<file path="src/rtl/dec_err_pkg.sv">
package dec_err_pkg;
    localparam int NUM_LANES = 4;
    localparam int BYTE_W    = 8;
    localparam int STAT_W    = 16;
    localparam int FIFO_LSB  = 4;
    localparam int DISP_LSB  = 8;
    localparam logic [BYTE_W-1:0] ERR_CHAR = 8'hFE;

    localparam logic [1:0] MF_NONE  = 2'd0;
    localparam logic [1:0] MF_FIFO  = 2'd1;
    localparam logic [1:0] MF_LOS   = 2'd2;
    localparam logic [1:0] MF_NONE2 = 2'd3;

    typedef struct packed {
        logic [BYTE_W-1:0] byte_v;
        logic              ctrl;
    } lane_st_t;

    typedef struct packed {
        logic [NUM_LANES-1:0] disp_f;
        logic [NUM_LANES-1:0] fifo_f;
    } flag_st_t;
endpackage

</file>
<file path="src/rtl/dec_err_lane.sv">
module dec_err_lane
    import dec_err_pkg::*;
(
    input  logic              clk,
    input  logic              rst_n,
    input  logic              codec_en,
    input  logic [BYTE_W-1:0] in_byte,
    input  logic              in_ctrl,
    input  logic              cv,
    output logic [BYTE_W-1:0] out_byte,
    output logic              out_ctrl
);
    lane_st_t st_d, st_q;

    always_comb begin
        st_d.byte_v = in_byte;
        st_d.ctrl   = in_ctrl;
        if (codec_en && cv) begin
            st_d.byte_v = ERR_CHAR;
            st_d.ctrl   = 1'b1;
        end
    end

    always_ff @(posedge clk) begin
        if (!rst_n) st_q <= '0;
        else        st_q <= st_d;
    end

    assign out_byte = st_q.byte_v;
    assign out_ctrl = st_q.ctrl;


    err_subst_chk: assert property (@(posedge clk) disable iff (!rst_n)
        (codec_en && cv) |=> (out_byte == ERR_CHAR && out_ctrl));


    pass_thru_chk: assert property (@(posedge clk) disable iff (!rst_n)
        !(codec_en && cv) |=> (out_byte == $past(in_byte) && out_ctrl == $past(in_ctrl)));
endmodule

</file>
<file path="src/rtl/dec_err_status.sv">
module dec_err_status
    import dec_err_pkg::*;
(
    input  logic                 clk,
    input  logic                 rst_n,
    input  logic                 codec_en,
    input  logic                 rd_clr,
    input  logic [NUM_LANES-1:0] disp_err,
    input  logic [NUM_LANES-1:0] fifo_err,
    output logic [STAT_W-1:0]    stat_word
);
    localparam int LOW_PAD  = FIFO_LSB;
    localparam int HIGH_PAD = STAT_W - DISP_LSB - NUM_LANES;

    flag_st_t fl_d, fl_q;

    always_comb begin
        fl_d = rd_clr ? '0 : fl_q;
        if (codec_en) begin
            fl_d.disp_f = fl_d.disp_f | disp_err;
            fl_d.fifo_f = fl_d.fifo_f | fifo_err;
        end
    end

    always_ff @(posedge clk) begin
        if (!rst_n) fl_q <= '0;
        else        fl_q <= fl_d;
    end

    assign stat_word = {{HIGH_PAD{1'b0}}, fl_q.disp_f, fl_q.fifo_f, {LOW_PAD{1'b0}}};

    for (genvar i = 0; i < NUM_LANES; i++) begin : g_chk

        disp_set_chk: assert property (@(posedge clk) disable iff (!rst_n)
            (codec_en && disp_err[i]) |=> stat_word[DISP_LSB+i]);

        fifo_set_chk: assert property (@(posedge clk) disable iff (!rst_n)
            (codec_en && fifo_err[i]) |=> stat_word[FIFO_LSB+i]);

        rd_clear_chk: assert property (@(posedge clk) disable iff (!rst_n)
            (rd_clr && !(codec_en && disp_err[i])) |=> !stat_word[DISP_LSB+i]);
    end


    idle_hold_chk: assert property (@(posedge clk) disable iff (!rst_n)
        (!codec_en && !rd_clr) |=> $stable(stat_word));
endmodule

</file>
<file path="src/rtl/dec_err_mfmux.sv">
module dec_err_mfmux
    import dec_err_pkg::*;
(
    input  logic                 clk,
    input  logic                 rst_n,
    input  logic                 codec_en,
    input  logic [1:0]           mf_sel,
    input  logic [NUM_LANES-1:0] fifo_err,
    input  logic [NUM_LANES-1:0] los,
    output logic [NUM_LANES-1:0] mf_pins
);
    logic [NUM_LANES-1:0] pin_d, pin_q;

    always_comb begin
        unique case (mf_sel)
            MF_FIFO: pin_d = codec_en ? fifo_err : '0;
            MF_LOS:  pin_d = los;
            default: pin_d = '0;
        endcase
    end

    always_ff @(posedge clk) begin
        if (!rst_n) pin_q <= '0;
        else        pin_q <= pin_d;
    end

    assign mf_pins = pin_q;


    los_route_chk: assert property (@(posedge clk) disable iff (!rst_n)
        (mf_sel == MF_LOS) |=> (mf_pins == $past(los)));


    pin_off_chk: assert property (@(posedge clk) disable iff (!rst_n)
        (mf_sel == MF_NONE || mf_sel == MF_NONE2) |=> (mf_pins == '0));


    fifo_gate_chk: assert property (@(posedge clk) disable iff (!rst_n)
        (mf_sel == MF_FIFO && !codec_en) |=> (mf_pins == '0));
endmodule

</file>
<file path="src/rtl/dec_err_flagger.sv">
module dec_err_flagger
    import dec_err_pkg::*;
(
    input  logic                        clk,
    input  logic                        rst_n,
    input  logic                        codec_en,
    input  logic [NUM_LANES*BYTE_W-1:0] in_data,
    input  logic [NUM_LANES-1:0]        in_k,
    input  logic [NUM_LANES-1:0]        cv_err,
    input  logic [NUM_LANES-1:0]        disp_err,
    input  logic [NUM_LANES-1:0]        fifo_err,
    input  logic [NUM_LANES-1:0]        los,
    input  logic [1:0]                  mf_sel,
    input  logic                        rd_clr,
    output logic [NUM_LANES*BYTE_W-1:0] out_data,
    output logic [NUM_LANES-1:0]        out_k,
    output logic [STAT_W-1:0]           stat_word,
    output logic [NUM_LANES-1:0]        mf_pins
);
    for (genvar i = 0; i < NUM_LANES; i++) begin : g_lane
        dec_err_lane u_lane (
            .clk      (clk),
            .rst_n    (rst_n),
            .codec_en (codec_en),
            .in_byte  (in_data[i*BYTE_W +: BYTE_W]),
            .in_ctrl  (in_k[i]),
            .cv       (cv_err[i]),
            .out_byte (out_data[i*BYTE_W +: BYTE_W]),
            .out_ctrl (out_k[i])
        );
    end

    dec_err_status u_status (
        .clk       (clk),
        .rst_n     (rst_n),
        .codec_en  (codec_en),
        .rd_clr    (rd_clr),
        .disp_err  (disp_err),
        .fifo_err  (fifo_err),
        .stat_word (stat_word)
    );

    dec_err_mfmux u_mfmux (
        .clk      (clk),
        .rst_n    (rst_n),
        .codec_en (codec_en),
        .mf_sel   (mf_sel),
        .fifo_err (fifo_err),
        .los      (los),
        .mf_pins  (mf_pins)
    );


    rsvd_zero_chk: assert property (@(posedge clk) disable iff (!rst_n)
        (stat_word[15:12] == 4'b0) && (stat_word[3:0] == 4'b0));
endmodule

</file>
<file path="config.mk">
export PLATFORM = sky130hd
export DESIGN_NAME = dec_err_flagger
export DESIGN_NICKNAME = d
export VERILOG_FILES = /design/src/rtl/dec_err_pkg.sv /design/src/rtl/dec_err_lane.sv /design/src/rtl/dec_err_status.sv /design/src/rtl/dec_err_mfmux.sv /design/src/rtl/dec_err_flagger.sv
export SDC_FILE = /design/constraint.sdc
export NUM_CORES = 1
export LEC_CHECK = 0
export BUFFER_PORTS_ARGS = -buffer_cell sky130_fd_sc_hd__buf_2
export CORE_MARGIN = 5
export CORE_UTILIZATION = 36
export CTS_CLUSTER_DIAMETER = 200
export CTS_CLUSTER_SIZE = 16
export DETAILED_ROUTE_END_ITERATION = 8
export PLACE_DENSITY = 0.72
export SLEW_MARGIN = 10
export SYNTH_ARGS = -nofsm -noshare
export SYNTH_HDL_FRONTEND = slang
export SYNTH_HIERARCHICAL = 1
export SYNTH_SLANG_ARGS = --single-unit
</file>
<file path="constraint.sdc">
create_clock -name clk -period 0.8 [get_ports clk]
set_input_delay 0.08 -clock clk [delete_from_list [all_inputs] [get_ports clk]]
set_output_delay 0.08 -clock clk [all_outputs]
set_load 0.01 [all_outputs]
</file>
==> results_dict.tcl <==
set metrics [dict create \
    clkPwrFrac_pct 32.9 \
    fmax_mhz 1210 \
    wl_um 4810 \
    fin_util_pct 63.7 \
    grt_pass1_wl_um 7340 \
    io-pin-count 114 \
    die-area_um2 6010 \
    htree_levels 2 \
    cpPeakStageDelay_ns 0.34 \
    gp_congestion 0.736 \
    clock_path_buffers 2 \
    ys_ff_latch 48 \
    avgSynthCellArea_um2 11.2 \
    drtIter0Drc 45 \
    ys_types 16 \
    period_needed_ns 0.824 \
    grt_usage_pct 15.4 \
    gr-total-overflow 0 \
    grt_util_met2_pct 28.2 \
    numCtsBuffers 5 \
    worstSetupPathType "reg -> out" \
    violations "negative setup slack" \
    met3_usage_pct 3.94 \
    num-nets-final 347 \
    grt_max_degree 34 \
    antenna_found_initial 0 \
    power_frac_comb_pct 16.9 \
    antenna_cells 0 \
    cts_tree "done" \
    setup_viol 41 \
    path_cells "buf_6" \
    wl_per_cell_um 14.2 \
    holdCritPathClass "in -> reg" \
    leakagePower_uw 0.00134 \
    cp_num_buf_inv 1 \
    final.setup_skew_ns 0 \
    required_ns 0.72 \
    clk-insertion-delay-late_ns 0.29 \
    start_util_pct 37.5 \
    ir_drop_mv 1.16 \
    final_area_um2 2790 \
    p_per_area_nw_per_um2 1850 \
    die_w_um 77.6 \
    status "finished, violations left" \
    internal-power_uw 3980 \
    grt_setup_unrepaired "yes" \
    setup_tns_ns -0.408 \
    cts.clk_slew.worst_paths_ns 0.09 \
    p_sw_uw 1190 \
    postRouteAntennaNets 0 \
    syn_to_final_growth_pct 70.1 \
    drc 0 \
    drv_slew 0 \
    path_delay_family "flip-flops" \
    finalHoldViolCount 0 \
    arrival_ns 0.74 \
    cp-start-kind "register" \
    yosysSeqAreaShare_pct 58.5 \
    synth_area_um2 1640 \
    critPathCaptureType "primary output" \
    syn_inst 147 \
    use_met1_pct 17.3 \
    drive_above_1_share_pct 50.7 \
    seqPwrFrac_pct 50.2 \
    placed_area_um2 2160 \
    swShare_pct 23.0 \
    via_per_inst 4.40 \
    die_y_um 77.6 \
    post-place-ws_ns -0.0263 \
    vias 1495 \
    total_power_uw 5170 \
    cts-root-buf "clkbuf_8" \
    first_pass_iters 4 \
    worst_slack_ns -0.0237 \
    hpwl_um 3120 \
    first_global_vias 1479 \
    busiest_layer "met2" \
    core_area_um2 4380 \
    critPathSlowestCell "dfxtp_2" \
    yosys_warnings 6 \
    cts.sinks 48 \
    drv_cap 0 \
    cp_max_fo 2 \
    port_buffers 105 \
    fin_crit_sh_pct 103 \
    num_rows 24 \
]
==> repair_timing <==
| item | 4_1_cts | 5_1_grt |
|---|---|---|
| hold endpoints to repair | 33 | 1 |
| hold buffers | 33 | 1 |
| pin swaps | 0 | 0 |
| resized for setup | 25 | 22 |
| setup endpoints to repair | 48 | 48 |
| gates cloned | 0 | 0 |
| buffers inserted | 1 | 0 |
==> cell usage in the layout, fill, tap and decap left out <==
cell type      count
a32oi_1            4
clkinv_2           1
dfxtp_2           23
buf_6             23
conb_1             8
dfxtp_1           25
buf_12             1
inv_1              2
a21boi_1           7
clkbuf_8           5
nand2b_4           1
nor2_1             8
dlygate4sd3_1     34
a21boi_2           1
clkinvlp_4         1
ha_1               2
and2_4             4
buf_4              3
o21a_1            32
buf_2             82
nand2b_1           8
bufinv_16          1
nand2_1           12
==> power by group through the flow <==
| stage | clock network [µW] | logic [µW] | registers [µW] |
|---|---|---|---|
| after floorplan | 0 | 283 | 2710 |
| after global placement | 0 | 655 | 2620 |
| after detailed placement | 0 | 666 | 2620 |
| after CTS | 1750 | 830 | 2580 |
| after global routing | 1890 | 944 | 2610 |
| final | 1700 | 873 | 2600 |
==> layout make-up <==
cell class	count	area [µm²]
fillers	360	1590
repair buffers	143	1050
flip-flops and latches	48	990
multi-input cells	87	568
clock buffers	5	68.8
well taps	52	65.1
clock inverters	3	42.5
inverters	2	7.51
==> cells by family after synthesis <==
family          share of synthesized area (%)
flops                                    58.5
buf+inv                                  8.53
simple gates                             10.6
other cells                             0.228
fa+ha+maj                                1.52
compound gates                           20.6
==> worst reg2reg max path, stage by stage, from the launching register on <==
cell      delay (ns)
dfxtp_2         0.35
buf_4           0.10
nand2b_1        0.06
a21boi_2        0.12
==> registers in the layout, indices dropped and copies added (netlist names) <==
name and cells:
g_lane.u_lane/out_byte 32, g_lane.u_lane/out_ctrl 4, u_mfmux/mf_pins 4, u_status/stat_word 8
==> synthesized netlist by cell type <==
master | count | area [µm²]
a21boi_1 | 7 | 52.6
a21boi_2 | 1 | 11.3
a32oi_1 | 4 | 35.0
and2_4 | 4 | 35.0
buf_4 | 9 | 67.6
buf_6 | 4 | 45.0
clkbuf_2 | 4 | 20.0
conb_1 | 1 | 3.75
dfxtp_1 | 48 | 961
ha_1 | 2 | 25.0
inv_1 | 2 | 7.51
nand2_1 | 12 | 45.0
nand2b_1 | 8 | 50.1
nand2b_4 | 1 | 13.8
nor2_1 | 8 | 30.0
o21a_1 | 32 | 240
==> routing by layer <==
layer / vias up / wire, µm
li1: 749 / -
met1: 686 / 1820
met2: 55 / 2640
met3: 5 / 292
met4: 0 / 63
met5: - / 0
==> per-stage QoR <==
stage	std cells	hold slack, ns
6_report	340	0.00658
5_1_grt	340	0.00496
4_1_cts	339	0.000566
3_5_place_dp	297	0.292
3_3_place_gp	297	0.288
2_1_floorplan	154	0.203
==> path summary, 6_finish.rpt <==
| path | startpoint | endpoint | slack, ns | cells past startpoint |
|---|---|---|---|---|
| min reg2reg | u_status/stat_word[9]$_SDFF_PN0_ | u_status/stat_word[9]$_SDFF_PN0_ | 0.47 | 2 |
| max | u_status/stat_word[7]$_SDFF_PN0_ | stat_word[7] | -0.02 | 1 |
| min | in_data[7] | g_lane[0].u_lane/out_byte[7]$_SDFF_PN0_ | 0.007 | 2 |
| max reg2reg | u_status/stat_word[6]$_SDFF_PN0_ | u_status/stat_word[6]$_SDFF_PN0_ | 0.11 | 3 |
Note: power is estimated with default switching activity, not from simulation.
